`config.mk`:
```
export PLATFORM = sky130hd
export DESIGN_NAME = dma_regbank
export DESIGN_NICKNAME = d
export VERILOG_FILES = /design/src/rtl/dma_rb_pkg.sv /design/src/rtl/dma_grp_regs.sv /design/src/rtl/dma_page_bank.sv /design/src/rtl/dma_regbank.sv
export SDC_FILE = /design/constraint.sdc
export NUM_CORES = 1
export LEC_CHECK = 0
export ABC_AREA = 1
export BUFFER_PORTS_ARGS = -buffer_cell sky130_fd_sc_hd__buf_4
export CORE_ASPECT_RATIO = 0.8
export CORE_MARGIN = 4
export CORE_UTILIZATION = 45
export CTS_CLUSTER_DIAMETER = 30
export CTS_CLUSTER_SIZE = 30
export DETAILED_ROUTE_END_ITERATION = 8
export PLACE_DENSITY = 0.68
export SLEW_MARGIN = 15
export SYNTH_ARGS = -nofsm -noshare
export SYNTH_HDL_FRONTEND = slang
export SYNTH_SLANG_ARGS = --single-unit
```
`constraint.sdc`:
```
create_clock -name clk -period 4.7 [get_ports clk]
set_input_delay 0.235 -clock clk [delete_from_list [all_inputs] [get_ports clk]]
set_output_delay 0.235 -clock clk [all_outputs]
set_load 0.01 [all_outputs]
```
`src/rtl/dma_rb_pkg.sv`:
```
package dma_rb_pkg;

  localparam int NCH      = 8;
  localparam int GRP_CH   = 4;
  localparam int BYTE_W   = 8;
  localparam int WORD_W   = 16;
  localparam int MODE_W   = 6;
  localparam int BADDR_W  = 32;

  // Map the low nibble of a page port to {valid, channel}.
  function automatic logic [3:0] page_slot(input logic [3:0] nib);
    case (nib)
      4'h7:    page_slot = {1'b1, 3'd0};
      4'h3:    page_slot = {1'b1, 3'd1};
      4'h1:    page_slot = {1'b1, 3'd2};
      4'h2:    page_slot = {1'b1, 3'd3};
      4'hB:    page_slot = {1'b1, 3'd5};
      4'h9:    page_slot = {1'b1, 3'd6};
      4'hA:    page_slot = {1'b1, 3'd7};
      default: page_slot = 4'h0;
    endcase
  endfunction

endpackage

```
`src/rtl/dma_grp_regs.sv`:
```
module dma_grp_regs #(
  parameter int          PORT_W     = 12,
  parameter int unsigned BASE_PORT  = 0,
  parameter int          CH_SHIFT   = 1,
  parameter int          SEL_SHIFT  = 0,
  parameter int unsigned MASK_PORT  = 'h0A,
  parameter int unsigned MODE_PORT  = 'h0B,
  parameter int unsigned CLR_PORT   = 'h0C,
  parameter int unsigned MCLR_PORT  = 'h0D
) (
  input  logic                                             clk,
  input  logic                                             rst_n,
  input  logic                                             wr,
  input  logic                                             rd,
  input  logic [PORT_W-1:0]                                port,
  input  logic [dma_rb_pkg::BYTE_W-1:0]                    wdata,
  output logic [dma_rb_pkg::BYTE_W-1:0]                    rdata,
  output logic [dma_rb_pkg::GRP_CH-1:0][dma_rb_pkg::WORD_W-1:0] addr_q,
  output logic [dma_rb_pkg::GRP_CH-1:0][dma_rb_pkg::WORD_W-1:0] cnt_q,
  output logic [dma_rb_pkg::GRP_CH-1:0][dma_rb_pkg::MODE_W-1:0] mode_q,
  output logic [dma_rb_pkg::GRP_CH-1:0]                    mask_q
);
  import dma_rb_pkg::*;

  localparam logic [PORT_W-1:0] BASE     = PORT_W'(BASE_PORT);
  localparam logic [PORT_W-1:0] WIN      = PORT_W'(GRP_CH << CH_SHIFT);
  localparam logic [PORT_W-1:0] LOW_MASK = PORT_W'((1 << SEL_SHIFT) - 1);
  localparam logic [PORT_W-1:0] P_MASK   = PORT_W'(MASK_PORT);
  localparam logic [PORT_W-1:0] P_MODE   = PORT_W'(MODE_PORT);
  localparam logic [PORT_W-1:0] P_CLR    = PORT_W'(CLR_PORT);
  localparam logic [PORT_W-1:0] P_MCLR   = PORT_W'(MCLR_PORT);

  logic [PORT_W-1:0] off;
  logic              in_win, is_cnt, acc;
  logic              mask_wr, mode_wr, clr_wr, mclr_wr;
  logic [1:0]        ch_sel;
  logic              ptr_q;
  logic [WORD_W-1:0] sel_word;

  assign off     = port - BASE;
  assign in_win  = (off < WIN) && ((off & LOW_MASK) == '0);
  assign ch_sel  = off[CH_SHIFT +: 2];
  assign is_cnt  = off[SEL_SHIFT];
  assign acc     = in_win && (wr || rd);
  assign mask_wr = wr && (port == P_MASK);
  assign mode_wr = wr && (port == P_MODE);
  assign clr_wr  = wr && (port == P_CLR);
  assign mclr_wr = wr && (port == P_MCLR);

  always_ff @(posedge clk or negedge rst_n) begin
    if (!rst_n) begin
      ptr_q  <= 1'b0;
      addr_q <= '0;
      cnt_q  <= '0;
      mode_q <= '0;
      mask_q <= '1;
    end else if (mclr_wr) begin
      ptr_q  <= 1'b0;
      addr_q <= '0;
      cnt_q  <= '0;
      mode_q <= '0;
      mask_q <= '1;
    end else begin
      if (clr_wr)      ptr_q <= 1'b0;
      else if (acc)    ptr_q <= ~ptr_q;
      if (wr && in_win) begin
        if (is_cnt) begin
          if (ptr_q) cnt_q[ch_sel][15:8]  <= wdata;
          else       cnt_q[ch_sel][7:0]   <= wdata;
        end else begin
          if (ptr_q) addr_q[ch_sel][15:8] <= wdata;
          else       addr_q[ch_sel][7:0]  <= wdata;
        end
      end
      if (mask_wr) mask_q[wdata[1:0]] <= wdata[2];
      if (mode_wr) mode_q[wdata[1:0]] <= wdata[7:2];
    end
  end

  always_comb begin
    sel_word = is_cnt ? cnt_q[ch_sel] : addr_q[ch_sel];
    rdata    = '0;
    if (rd && in_win) rdata = ptr_q ? sel_word[15:8] : sel_word[7:0];
  end

  // every address/count access flips the byte pointer
  p_ptr_toggle_r2: assert property (@(posedge clk) disable iff (!rst_n)
    acc |=> (ptr_q != $past(ptr_q)));

  // strobes never overlap (input assumption)
  p_no_wr_rd_overlap_r2: assert property (@(posedge clk) disable iff (!rst_n)
    !(wr && rd));

  // pointer clear
  p_clr_ptr_r3: assert property (@(posedge clk) disable iff (!rst_n)
    clr_wr |=> !ptr_q);

  // single-channel mask
  p_mask_write_r5: assert property (@(posedge clk) disable iff (!rst_n)
    mask_wr |=> (mask_q[$past(wdata[1:0])] == $past(wdata[2])));

  // mode store
  p_mode_write_r6: assert property (@(posedge clk) disable iff (!rst_n)
    mode_wr |=> (mode_q[$past(wdata[1:0])] == $past(wdata[7:2])));

  // group master clear
  p_group_clear_r10: assert property (@(posedge clk) disable iff (!rst_n)
    mclr_wr |=> (mask_q == '1 && !ptr_q && addr_q == '0 && cnt_q == '0 && mode_q == '0));

endmodule

```
`src/rtl/dma_page_bank.sv`:
```
module dma_page_bank #(
  parameter int          PORT_W  = 12,
  parameter int unsigned LO_BASE = 'h080,
  parameter int unsigned HI_BASE = 'h480
) (
  input  logic                                              clk,
  input  logic                                              rst_n,
  input  logic                                              wr,
  input  logic                                              rd,
  input  logic [PORT_W-1:0]                                 port,
  input  logic [dma_rb_pkg::BYTE_W-1:0]                     wdata,
  output logic [dma_rb_pkg::BYTE_W-1:0]                     rdata,
  output logic [dma_rb_pkg::NCH-1:0][dma_rb_pkg::BYTE_W-1:0] pg_lo,
  output logic [dma_rb_pkg::NCH-1:0][dma_rb_pkg::BYTE_W-1:0] pg_hi
);
  import dma_rb_pkg::*;

  localparam logic [PORT_W-1:0] LO = PORT_W'(LO_BASE);
  localparam logic [PORT_W-1:0] HI = PORT_W'(HI_BASE);

  logic [3:0] slot;
  logic [2:0] ch;
  logic       lo_hit, hi_hit;

  assign slot   = page_slot(port[3:0]);
  assign ch     = slot[2:0];
  assign lo_hit = slot[3] && (port[PORT_W-1:4] == LO[PORT_W-1:4]);
  assign hi_hit = slot[3] && (port[PORT_W-1:4] == HI[PORT_W-1:4]);

  always_ff @(posedge clk or negedge rst_n) begin
    if (!rst_n) begin
      pg_lo <= '0;
      pg_hi <= '0;
    end else if (wr) begin
      if (lo_hit) pg_lo[ch] <= wdata;
      if (hi_hit) pg_hi[ch] <= wdata;
    end
  end

  always_comb begin
    rdata = '0;
    if (rd && lo_hit)      rdata = pg_lo[ch];
    else if (rd && hi_hit) rdata = pg_hi[ch];
  end

  // page write lands in the decoded channel
  p_page_lo_write_r7: assert property (@(posedge clk) disable iff (!rst_n)
    (wr && lo_hit) |=> (pg_lo[$past(ch)] == $past(wdata)));

  p_page_hi_write_r7: assert property (@(posedge clk) disable iff (!rst_n)
    (wr && hi_hit) |=> (pg_hi[$past(ch)] == $past(wdata)));

endmodule

```
`src/rtl/dma_regbank.sv`:
```
module dma_regbank #(
  parameter int PORT_W = 12
) (
  input  logic                                               clk,
  input  logic                                               rst_n,
  input  logic                                               bus_wr,
  input  logic                                               bus_rd,
  input  logic [PORT_W-1:0]                                  bus_port,
  input  logic [7:0]                                         bus_wdata,
  output logic [7:0]                                         bus_rdata,
  output logic [dma_rb_pkg::NCH*dma_rb_pkg::BADDR_W-1:0]     ch_base_addr,
  output logic [dma_rb_pkg::NCH*dma_rb_pkg::WORD_W-1:0]      ch_base_cnt,
  output logic [dma_rb_pkg::NCH*dma_rb_pkg::MODE_W-1:0]      ch_mode,
  output logic [dma_rb_pkg::NCH-1:0]                         ch_enable
);
  import dma_rb_pkg::*;

  logic [BYTE_W-1:0] a_rd, b_rd, p_rd;
  logic [GRP_CH-1:0][WORD_W-1:0] a_addr, a_cnt, b_addr, b_cnt;
  logic [GRP_CH-1:0][MODE_W-1:0] a_mode, b_mode;
  logic [GRP_CH-1:0]             a_mask, b_mask;
  logic [NCH-1:0][BYTE_W-1:0]    pg_lo, pg_hi;
  logic                          unused_pg_bits;

  dma_grp_regs #(
    .PORT_W(PORT_W), .BASE_PORT('h000), .CH_SHIFT(1), .SEL_SHIFT(0),
    .MASK_PORT('h0A), .MODE_PORT('h0B), .CLR_PORT('h0C), .MCLR_PORT('h0D)
  ) u_byte_grp (
    .clk(clk), .rst_n(rst_n), .wr(bus_wr), .rd(bus_rd), .port(bus_port),
    .wdata(bus_wdata), .rdata(a_rd), .addr_q(a_addr), .cnt_q(a_cnt),
    .mode_q(a_mode), .mask_q(a_mask)
  );

  dma_grp_regs #(
    .PORT_W(PORT_W), .BASE_PORT('h0C0), .CH_SHIFT(2), .SEL_SHIFT(1),
    .MASK_PORT('hD4), .MODE_PORT('hD6), .CLR_PORT('hD8), .MCLR_PORT('hDA)
  ) u_word_grp (
    .clk(clk), .rst_n(rst_n), .wr(bus_wr), .rd(bus_rd), .port(bus_port),
    .wdata(bus_wdata), .rdata(b_rd), .addr_q(b_addr), .cnt_q(b_cnt),
    .mode_q(b_mode), .mask_q(b_mask)
  );

  dma_page_bank #(
    .PORT_W(PORT_W), .LO_BASE('h080), .HI_BASE('h480)
  ) u_pages (
    .clk(clk), .rst_n(rst_n), .wr(bus_wr), .rd(bus_rd), .port(bus_port),
    .wdata(bus_wdata), .rdata(p_rd), .pg_lo(pg_lo), .pg_hi(pg_hi)
  );

  assign bus_rdata = a_rd | b_rd | p_rd;

  for (genvar i = 0; i < NCH; i++) begin : g_ch
    localparam int C = i % GRP_CH;
    if (i < GRP_CH) begin : g_byte
      assign ch_base_addr[i*BADDR_W +: BADDR_W] = {pg_hi[i], pg_lo[i], a_addr[C]};
      assign ch_base_cnt[i*WORD_W +: WORD_W]    = a_cnt[C];
      assign ch_mode[i*MODE_W +: MODE_W]        = a_mode[C];
      assign ch_enable[i]                       = ~a_mask[C];
    end else begin : g_word
      if (C == 0) begin : g_link
        assign ch_base_addr[i*BADDR_W +: BADDR_W] =
          {{(BADDR_W-WORD_W-1){1'b0}}, b_addr[C], 1'b0};
      end else begin : g_paged
        assign ch_base_addr[i*BADDR_W +: BADDR_W] =
          {pg_hi[i], pg_lo[i][BYTE_W-1:1], b_addr[C], 1'b0};
      end
      assign ch_base_cnt[i*WORD_W +: WORD_W] = b_cnt[C];
      assign ch_mode[i*MODE_W +: MODE_W]     = b_mode[C];
      assign ch_enable[i]                    = ~b_mask[C];
    end
  end

  assign unused_pg_bits = ^{pg_lo[4], pg_hi[4], pg_lo[5][0], pg_lo[6][0], pg_lo[7][0]};

  // only one source drives read data at a time
  p_single_reader_r12: assert property (@(posedge clk) disable iff (!rst_n)
    $countones({a_rd != '0, b_rd != '0, p_rd != '0}) <= 1);

endmodule

```
# == Word level (Yosys, flattened, before mapping) ==
# Index checks and enable logic that the tools add are counted.
# totals
regBits,442
input_bits,24
out_inout_bits,448
# classes
n_addsub,1
n_lt_le_gt_ge,10
eq_ne,19
muxes,79
bitwise_logic,12
n_reduce_logical,41
# ops
operator,count
two-way mux 64 bit,16
bitwise mux 64 bit,10
binary-select mux 16 bit (select 2 bit),4
demux 16 bit (select 2 bit),4
two-way mux 16 bit,8
two-way mux 24 bit,4
two-way mux 8 bit,11
binary-select mux 8 bit (select 3 bit),2
bitwise mux 24 bit,2
"equality test 12 x 4 -> 1 bit, second input constant",4
"equality test 12 x 8 -> 1 bit, second input constant",4
case mux 4 bit (7 select lines),1
demux 8 bit (select 3 bit),1
logical AND 1 bit,23
two-way mux 4 bit,4
bitwise OR 8 bit,2
nonzero test 2 bit,8
demux 6 bit (select 2 bit),1
"equality test 4 bit, second input constant",3
zero test 12 bit,1
"< comparator 12 x 4 -> 1 bit, second input constant",1
"< comparator 12 x 5 -> 1 bit, second input constant",1
AND reduction 2 bit,6
"subtractor 12 x 8 -> 12 bit, second input constant",1
other kinds (18),40

# == Logic depth before layout (Yosys ltp) ==
# Gate-level depths: netlist of run 1.
# logic_depth
ltp_word,10
depth_mapped,14
ltp_nobuf,12

# == By module ==
# Synthesis of run 1 repeated with hierarchy kept, for this count alone.
# unflattened
hier_cells,3180
area_unflattened_um2,23128.4
# modules_own_cells
module,n_inst,cells_per_inst,area_per_inst_um2,seq_area_each_um2
dma_grp_regs (u_byte_grp),1,1182,8324.2,3933.8
dma_grp_regs (u_word_grp),1,1146,8257.9,3933.8
dma_page_bank,1,800,6279.8,3203.1
dma_regbank,1,52,266.5,0.0

# == Least setup slack after synthesis of run 1 ==
# No wires, ideal clock.
# synth_path
kind,input to output
start,in bus_port[2]
end,out bus_rdata[4]
arrival_time_ps,1612
required_ps,4465
path_slack_ps,2853
stages,11
cell_sequence,buf_4 > nor2_2 > nand2_1 > nor2_1 > buf_2 > a21oi_1 > nand2_1 > nand2_1 > nand2_1 > inv_1 > nand2_1
# synth_between
elab_chain_cells,8
word_cells_on_any_way,40
cone_classes,1 x add/sub; 2 x order compare; 7 x eq/ne; 21 x mux; 2 x bitwise; 7 x reduce/logical
# synth_lines
element,line,text
"start, declared",dma_regbank.sv:8,"input logic [PORT_W-1:0] bus_port,"
"parallel branches: the longest is 7 deep, another holds subtractor 12 x 8 -> 12 bit",-,
bitwise OR 8 bit *,dma_regbank.sv:50,assign bus_rdata = a_rd | b_rd | p_rd;
"end, declared",dma_regbank.sv:10,"output logic [7:0] bus_rdata,"
# Every way passes the cells marked *. The select of a mux whose other input is x is not followed.

# == Worst setup path after layout of run 1 ==
# layout_path
start,reg u_byte_grp.ptr_q
end,out bus_rdata[2]
# layout_between
elab_chain_cells,4
# layout_lines
element,line,text
"start, declared",dma_grp_regs.sv:37,logic ptr_q;
"start signal, assigned",dma_grp_regs.sv:65,else if (acc) ptr_q <= ~ptr_q;
two-way mux 8 bit (2 in series),dma_grp_regs.sv:83,if (rd && in_win) rdata = ptr_q ? sel_word[15:8] : sel_word[7:0];
bitwise OR 8 bit (2 in series),dma_regbank.sv:50,
# Every way passes these cells.

==> key figures, run 1 <==
Synth
  – Ys Warns: 0
  – Top cells by area in the synthesized netlist: sky130_fd_sc_hd__dfrtp_1 (46%), sky130_fd_sc_hd__nand2_1 (20%), sky130_fd_sc_hd__nand3_1 (5.6%)
  – Register area share after synthesis: 47.1%
  – Synthesized cell area: 22,700 sq um
  – Synth Flop Type: sky130_fd_sc_hd__dfrtp_1
  – Post-synthesis async set-or-reset flop share: 100%
  – Portion of synthesized cell area occupied by the leading cell type: 46.1%
  – Register bit count reported by yosys: 426
  – Unique masters post-synth: 38
  – Post-Synthesis Mean Instance Area: 7.23 sq um
  – Most repeated cell in the gate-level netlist after synthesis: sky130_fd_sc_hd__nand2_1
  – Number of flops mapped to enable cells by yosys: 0
  – Synth cell count leaders: sky130_fd_sc_hd__nand2_1 (1,198), sky130_fd_sc_hd__dfrtp_1 (418), sky130_fd_sc_hd__nor2_1 (310), sky130_fd_sc_hd__nand3_1 (255), sky130_fd_sc_hd__inv_1 (205)
  – Post-Synthesis Cells: 3,137
  – Yosys top cell by area: sky130_fd_sc_hd__dfrtp_1

Route
  – Routed met3 length: 9680 um
  – Routed wirelength normalized by instance count: 21.7 um
  – Sum of met2 wire segment lengths after detailed routing: 40,700 um
  – Iteration-0 DRC Markers: 2,798
  – Top Metal Used: met5
  – Avg Vias per Cell: 5.40
  – 1st-pass router iterations: 6
  – Count of vias placed by the detailed router: 22,670
  – Detailed Route WL: 91,100 um
  – Remaining antenna violation count after routing: 0
  – DRC violation count after routing: 0
  – Detailed-routing wirelength on met1: 37,600 um

Worst setup path
  – CP Data Required Time: 4.47 ns
  – Classification of the worst setup path: reg2out
  – Kind of end point of the critical path: output port
  – Worst Path Arrival: 3.28 ns
  – Crit Reg-Reg Endpoint: u_byte_grp.addr_q[36]
  – Startpoint of the worst-slack reg-to-reg timing path: u_byte_grp.ptr_q
  – Sort of element at the start of the critical path: flop
  – R2r setup slk: 2.02 ns
  – Critical Path Fanout Max: 39
  – Register-to-Register Path Depth: 7

Layout
  – Final standard cell utilization of the core: 58.2%
  – Nets: 3,471
  – Area overhead of the layout relative to synthesis: 27.7%
  – Post-Layout Inst Area: 29,000 sq um
  – Fraction of layout instances using a drive strength above 1: 20.6%

STA
  – Max Slew Vio Count: 0
  – Setup TNS after final layout: 0 ns
  – Number of failing setup endpoints in the final timing report: 0
  – Unrepaired setup endpoints after global routing: no
  – Relative max-transition margin: 29.5%
  – Minimum clock period: 3.51 ns
  – Measured slew at the worst slew-check pin: 1.05 ns
  – Ratio of final minimum period to clock period: 74.8%
  – Achievable clock frequency: 0.285 GHz
  – Fin. Hold Viols: 0
  – Clk_skew: 0.0150 ns

GRT
  – Number of antenna violations at the first check in global routing: 2
  – Overall global routing resource usage: 32.9%
  – Via count of the first global-routing pass: 21,403
  – Overflow left after global routing: 0
  – First-pass GRT wire length: 136,000 um
  – Largest net degree at the start of global routing: 119

CTS
  – Hold Buf Count CTS: 5
  – CTS Root Buffer Type: sky130_fd_sc_hd__clkbuf_16
  – CTS H-tree depth: 3
  – Clk_lat worst skew: 0.64 ns
  – Clk sink count: 426
  – Post-CTS Setup Repair Bufs: 0
  – Max clock buf depth: 3
  – Cts bufs inserted: 94
  – CTS tree: built
  – Cts repair resizes: 0
  – Clock transition at the register clock pins on the worst setup and hold paths after CTS: 0.05 ns

Hold path
  – Number of instances on the worst hold path: 4
  – Hold/Removal Path Class: in2reg
  – Launch point of the worst hold path: bus_wr
  – Hold endpoint: u_word_grp.ptr_q

Floorplan
  – Total die area: 54,100 sq um
  – Row cnt: 73
  – Die H: 209 um
  – Starting density of the core: 45.5%
  – Core region area: 49,800 sq um
  – Number of placed I/O pins: 472
  – Overall die width: 259 um

Pwr
  – P_int: 8.53 mW
  – Total chip power: 11.3 mW
  – Power per cell area: 390 nW/um^2
  – Combinational share of power: 5.8%
  – Max IR drop VDD: 312 uV
  – Switching power as a share of total power: 24.4%
  – Sequential Power Share: 32.8%
  – Cell leakage power: 15.2 nW
  – Net switching power: 2.75 mW
  – Clk pwr share: 61.3%

Place
  – Hpwl dp: 65,800 um
  – Number of buffers inserted by port buffering: 452
  – Total placed instance area: 25,600 sq um
  – RePlAce Congestion: 0.951

Job
  – Maximum capacitance violations: 0

Outcome
  – Outcome: finished clean
-- registers in the layout, summed over array words and instances, names as in the netlist --
signal / count
u_pages.pg_lo: 56
u_byte_grp.mask_q: 4
u_word_grp.mode_q: 24
u_byte_grp.addr_q: 64
u_byte_grp.mode_q: 24
u_word_grp.addr_q: 64
u_word_grp.ptr_q: 1
u_byte_grp.cnt_q: 64
u_byte_grp.ptr_q: 1
u_word_grp.cnt_q: 64
u_word_grp.mask_q: 4
u_pages.pg_hi: 56
-- logic make-up after synthesis --
group           count (synthesis)  synth area share [%]
buf+inv                       501                  11.0
compound gates                376                  8.95
simple gates                 1827                  32.7
flops                         426                  47.1
other cells                     1                0.0165
mux                             6                 0.265
-- critical path, stage by stage, from the launching register on --
cell	delay [ns]
sky130_fd_sc_hd__dfrtp_1	0.32
sky130_fd_sc_hd__buf_4	0.43
sky130_fd_sc_hd__clkinv_1	0.58
sky130_fd_sc_hd__buf_4	0.43
sky130_fd_sc_hd__nand3_1	0.14
sky130_fd_sc_hd__nand3_1	0.18
sky130_fd_sc_hd__nand2_1	0.17
sky130_fd_sc_hd__inv_1	0.06
sky130_fd_sc_hd__nand2_1	0.15
sky130_fd_sc_hd__buf_4	0.16
-- worst max-delay path by stage --
| stage | slack, ns | from | to |
|---|---|---|---|
| floorplan | 2.85 | bus_port[2] | bus_rdata[4] |
| global placement | 1.38 | bus_port[2] | bus_rdata[7] |
| detailed placement | 1.39 | bus_port[2] | bus_rdata[7] |
| CTS | 1.21 | u_byte_grp.ptr_q | bus_rdata[2] |
| global route | 1.05 | u_byte_grp.ptr_q | bus_rdata[2] |
| finish | 1.19 | u_byte_grp.ptr_q | bus_rdata[2] |
-- layer usage --
layer  up-vias  GRT usage [%]
met4         2           11.3
met3       196           7.79
met2      1320           50.4
met1     10762           46.0
met5         -              0
li1      10390              -
-- metrics by stage --
| stage | setup slack [ns] | instances | hold WS (ns) |
|---|---|---|---|
| 2_1_floorplan | 2.85 | 3155 | -0.0606 |
| 3_3_place_gp | 1.38 | 4021 | 0.393 |
| 3_5_place_dp | 1.39 | 4021 | 0.393 |
| 4_1_cts | 1.21 | 4197 | 0.0188 |
| 5_1_grt | 1.05 | 4198 | 0.0314 |
| 6_report | 1.19 | 4198 | 0.0541 |
-- layout by cell type (no fill, tap or decap), types with 4 or more instances in the layout --
| master | netlist | final |
|---|---|---|
| sky130_fd_sc_hd__clkbuf_8 | 0 | 14 |
| sky130_fd_sc_hd__nand2_2 | 31 | 33 |
| sky130_fd_sc_hd__nor3_4 | 4 | 4 |
| sky130_fd_sc_hd__dfrtp_1 | 418 | 418 |
| sky130_fd_sc_hd__o21ai_2 | 10 | 10 |
| sky130_fd_sc_hd__conb_1 | 1 | 19 |
| sky130_fd_sc_hd__a21oi_1 | 32 | 32 |
| sky130_fd_sc_hd__nor3_1 | 5 | 5 |
| sky130_fd_sc_hd__nand2_1 | 1198 | 1196 |
| sky130_fd_sc_hd__inv_6 | 0 | 9 |
| sky130_fd_sc_hd__inv_2 | 7 | 7 |
| sky130_fd_sc_hd__clkbuf_1 | 74 | 12 |
| sky130_fd_sc_hd__nor2_2 | 8 | 9 |
| sky130_fd_sc_hd__o21a_1 | 14 | 14 |
| sky130_fd_sc_hd__bufinv_16 | 0 | 14 |
| sky130_fd_sc_hd__o21ai_4 | 4 | 4 |
| sky130_fd_sc_hd__inv_1 | 205 | 205 |
| sky130_fd_sc_hd__buf_12 | 0 | 5 |
| sky130_fd_sc_hd__dlygate4sd3_1 | 0 | 5 |
| sky130_fd_sc_hd__mux2i_1 | 6 | 6 |
| sky130_fd_sc_hd__clkbuf_16 | 0 | 95 |
| sky130_fd_sc_hd__dfstp_2 | 8 | 8 |
| sky130_fd_sc_hd__o21ai_0 | 180 | 180 |
| sky130_fd_sc_hd__buf_4 | 135 | 470 |
| sky130_fd_sc_hd__clkinv_2 | 0 | 9 |
| sky130_fd_sc_hd__clkinvlp_4 | 0 | 11 |
| sky130_fd_sc_hd__o21ai_1 | 131 | 131 |
| sky130_fd_sc_hd__nor2_1 | 310 | 309 |
| sky130_fd_sc_hd__nand3_1 | 255 | 255 |
| sky130_fd_sc_hd__nand4_1 | 6 | 6 |
-- power by group through the flow --
| stage | clock, mW | sequential [mW] | combinational, mW |
|---|---|---|---|
| after CTS | 6.94 | 3.70 | 0.649 |
| after global routing | 7.15 | 3.70 | 0.716 |
| final | 6.92 | 3.70 | 0.660 |
| after detailed placement | 0 | 3.76 | 0.640 |
| after floorplan | 0 | 3.75 | 0.381 |
| after global placement | 0 | 3.76 | 0.640 |
-- layout make-up --
type                    instances  area (sq um)
diodes                          1          2.50
clock buffers                 121          2620
clock inverters                50           726
fillers                      4642         20800
inverters                     216           816
multi-input cells            2228          9590
flip-flops and latches        426         10700
well taps                     675           845
repair buffers                481          3690
Note: power is estimated with default switching activity, not from simulation.
==> inputs of run 2 (changes only) <==
==> constraint.sdc (replaced) <==
create_clock -name clk -period 3.3 [get_ports clk]
set_input_delay 0.165 -clock clk [delete_from_list [all_inputs] [get_ports clk]]
set_output_delay 0.165 -clock clk [all_outputs]
set_load 0.01 [all_outputs]
==> run 2 against run 1 <==
  * Clock skew grew 0.0068 ns
  * Non-clock buffer count grew 37
  * Worst setup slack lost 0.76 ns
  * Utilization grew 0.26 points
  * Total power grew 36%
  * First-iteration DRC count grew 6.2%
  * Register-to-register slack lost 1.0 ns
  * Cell count grew 0.95%
  * Global-route usage grew 0.19 points
  * Clock power grew 31%
  * Critical endpoint is now bus_rdata[1]
  * Largest cell class unchanged
  * Largest power group unchanged
==> key figures, run 2 (synthesized netlist as in run 1, its figures left out) <==
Outcome
  – Outcome: finished clean (unchanged)

Route
  – Count of vias placed by the detailed router: 22,699 (was 22,670)
  – 1st-pass router iterations: 6 (unchanged)
  – Iteration-0 DRC Markers: 2,972 (was 2,798)
  – DRC violation count after routing: 0 (unchanged)
  – Remaining antenna violation count after routing: 0 (unchanged)
  – Detailed Route WL: 91,600 um (was 91,100 um)
  – Routed wirelength normalized by instance count: 21.6 um (was 21.7 um)
  – Avg Vias per Cell: 5.36 (was 5.40)

Worst setup path
  – Kind of end point of the critical path: output port (unchanged)
  – R2r setup slk: 0.99 ns (was 2.02 ns)
  – Capturing element of the worst setup path: bus_rdata[1] (was bus_rdata[2])
  – CP Data Required Time: 3.13 ns (was 4.47 ns)
  – Classification of the worst setup path: in2out (was reg2out)
  – Worst Path Arrival: 2.71 ns (was 3.28 ns)
  – Crit path launch: bus_port[2] (was u_byte_grp.ptr_q)
  – Startpoint of the worst-slack reg-to-reg timing path: u_byte_grp.ptr_q (unchanged)
  – Register-to-Register Path Depth: 6 (was 7)
  – Critical Path Fanout Max: 23 (was 39)
  – Sort of element at the start of the critical path: primary input (was flop)
  – Crit Reg-Reg Endpoint: u_byte_grp.addr_q[39] (was u_byte_grp.addr_q[36])

Pwr
  – Clk pwr share: 59.2% (was 61.3%)
  – Max IR drop VDD: 327 uV (was 312 uV)
  – Combinational share of power: 6.5% (was 5.8%)
  – Cell leakage power: 15.3 nW (was 15.2 nW)
  – Power per cell area: 527 nW/um^2 (was 390 nW/um^2)
  – Net switching power: 3.82 mW (was 2.75 mW)
  – Switching power as a share of total power: 24.9% (was 24.4%)
  – Sequential Power Share: 34.3% (was 32.8%)
  – P_int: 11.5 mW (was 8.53 mW)

CTS
  – Clk_lat worst skew: 0.62 ns (was 0.64 ns)
  – Clk sink count: 426 (unchanged)
  – CTS Root Buffer Type: sky130_fd_sc_hd__clkbuf_16 (unchanged)
  – Max clock buf depth: 3 (unchanged)
  – Cts repair resizes: 0 (unchanged)
  – Cts bufs inserted: 95 (was 94)
  – CTS H-tree depth: 3 (unchanged)
  – Post-CTS Setup Repair Bufs: 0 (unchanged)
  – CTS tree: built (unchanged)
  – Clock transition at the register clock pins on the worst setup and hold paths after CTS: 0.04 ns (was 0.05 ns)

STA
  – Clk_skew: 0.0218 ns (was 0.0150 ns)
  – Measured slew at the worst slew-check pin: 1.09 ns (was 1.05 ns)
  – Unrepaired setup endpoints after global routing: no (unchanged)
  – Relative max-transition margin: 27.0% (was 29.5%)
  – Number of failing setup endpoints in the final timing report: 0 (unchanged)
  – Minimum clock period: 2.87 ns
  – Max Slew Vio Count: 0 (unchanged)
  – Fin. Hold Viols: 0 (unchanged)
  – Setup TNS after final layout: 0 ns (unchanged)
  – Ratio of final minimum period to clock period: 87.1%
  – Achievable clock frequency: 0.348 GHz

GRT
  – Largest net degree at the start of global routing: 110 (was 119)
  – Number of antenna violations at the first check in global routing: 1 (was 2)
  – Overflow left after global routing: 0 (unchanged)
  – First-pass GRT wire length: 136,000 um (about the same)
  – Via count of the first global-routing pass: 21,493 (was 21,403)
  – Overall global routing resource usage: 33.1% (was 32.9%)

Layout
  – Ant. Diodes: 0 (was 1)
  – Fraction of layout instances using a drive strength above 1: 21.2% (was 20.6%)
  – Most frequent cells in the layout: sky130_fd_sc_hd__nand2_1 (1,196), sky130_fd_sc_hd__buf_4 (495), sky130_fd_sc_hd__dfrtp_1 (418), sky130_fd_sc_hd__nor2_1 (309), sky130_fd_sc_hd__nand3_1 (255) (was sky130_fd_sc_hd__nand2_1 (1,196), sky130_fd_sc_hd__buf_4 (470), sky130_fd_sc_hd__dfrtp_1 (418), sky130_fd_sc_hd__nor2_1 (309), sky130_fd_sc_hd__nand3_1 (255))
  – Area overhead of the layout relative to synthesis: 28.3% (was 27.7%)
  – Most common library cell in the layout ignoring fill and taps: sky130_fd_sc_hd__nand2_1 (unchanged)
  – Layout fillers: 4,613 (was 4,642)
  – Nets: 3,509 (was 3,471)
  – Final standard cell utilization of the core: 58.4% (was 58.2%)

Floorplan
  – Core region area: 49,800 sq um (unchanged)
  – Starting density of the core: 45.5% (unchanged)
  – Row cnt: 73 (unchanged)
  – Number of placed I/O pins: 472 (unchanged)
  – Total die area: 54,100 sq um (unchanged)
  – Die H: 209 um (unchanged)
  – Overall die width: 259 um (unchanged)

Hold path
  – Launch point of the worst hold path: bus_port[5] (was bus_wr)
  – Hold/Removal Path Class: in2reg (unchanged)

Job
  – Maximum capacitance violations: 0 (unchanged)

Place
  – Hpwl dp: 67,200 um (was 65,800 um)
  – Number of buffers inserted by port buffering: 452 (unchanged)
  – RePlAce Congestion: 1.01 (was 0.951)
[run 2: changes by cell type in the layout (fill, tap and decap cells not counted), moves of 2 or more]
cell | before | now
sky130_fd_sc_hd__buf_4 | 470 | 495
sky130_fd_sc_hd__clkinv_2 | 9 | 23
sky130_fd_sc_hd__bufinv_16 | 14 | 5
sky130_fd_sc_hd__buf_12 | 5 | 11
sky130_fd_sc_hd__dlygate4sd3_1 | 5 | 11
sky130_fd_sc_hd__clkbuf_1 | 12 | 17
sky130_fd_sc_hd__inv_6 | 9 | 4
sky130_fd_sc_hd__clkbuf_8 | 14 | 17
sky130_fd_sc_hd__clkinvlp_4 | 11 | 8
sky130_fd_sc_hd__inv_16 | 2 | 0
[run 2: power groups by stage]
stage	clock network, mW	registers [mW]	logic (mW)
finish	9.07	5.27	0.996
detailed placement	0	5.34	0.961
floorplan	0	5.34	0.543
global route	9.42	5.26	1.08
global placement	0	5.34	0.962
CTS	9.11	5.27	0.978
[run 2: through the flow]
step | setup WS [ns] | std cells | power, mW | instance area, sq um | hold WS (ns)
2_1_floorplan | 1.59 | 3155 | 5.89 | 22700 | -0.131
3_3_place_gp | 0.546 | 4052 | 6.31 | 25900 | 0.306
3_5_place_dp | 0.475 | 4052 | 6.31 | 25900 | 0.314
4_1_cts | 0.492 | 4238 | 15.4 | 29100 | 0.155
5_1_grt | 0.253 | 4238 | 15.8 | 29100 | 0.215
6_report | 0.425 | 4238 | 15.3 | 29100 | 0.182
[run 2: worst max-delay path: stages]
cell                      delay (ns)
sky130_fd_sc_hd__buf_4          0.23
sky130_fd_sc_hd__inv_4          0.27
sky130_fd_sc_hd__nand2_2        0.28
sky130_fd_sc_hd__nand2_1        0.17
sky130_fd_sc_hd__nand2_1        0.10
sky130_fd_sc_hd__nor3_1         0.87
sky130_fd_sc_hd__nand3_1        0.19
sky130_fd_sc_hd__nand2_1        0.12
sky130_fd_sc_hd__inv_1          0.05
sky130_fd_sc_hd__nand3_1        0.08
sky130_fd_sc_hd__buf_4          0.16
[run 2: routing by layer]
metal	routed length, um	global-route usage, %	up-vias
met1	37700	46.1	10709
met2	40700	50.3	1331
li1	-	-	10465
met3	10100	8.86	192
met5	8	0	-
met4	3150	11.1	2
[run 2: final cells by class]
cell class	count	area (sq um)	share of cell area (%)
sequential	426	10700	36.7
multi-input combinational	2228	9590	33.0
timing repair buffer	518	4060	14.0
clock buffer	129	2680	9.20
tap	675	845	2.90
inverter	216	816	2.81
clock inverter	46	428	1.47
[run 2: how the worst min path moves through the flow]
stage / end / slack, ns / cells after the start
finish: u_word_grp.ptr_q / 0.18 / 7
global route: u_byte_grp.ptr_q / 0.21 / 7
CTS: u_word_grp.ptr_q / 0.15 / 7
detailed placement: u_pages.pg_hi[21] / 0.31 / 1
global placement: u_pages.pg_hi[21] / 0.31 / 1
floorplan: u_byte_grp.addr_q[0] / -0.13 / 0
[run 2: repair_timing]
action	4_1_cts	5_1_grt
hold endpoints to repair	131	0
setup endpoints to repair	0	0
hold buffers	11	0
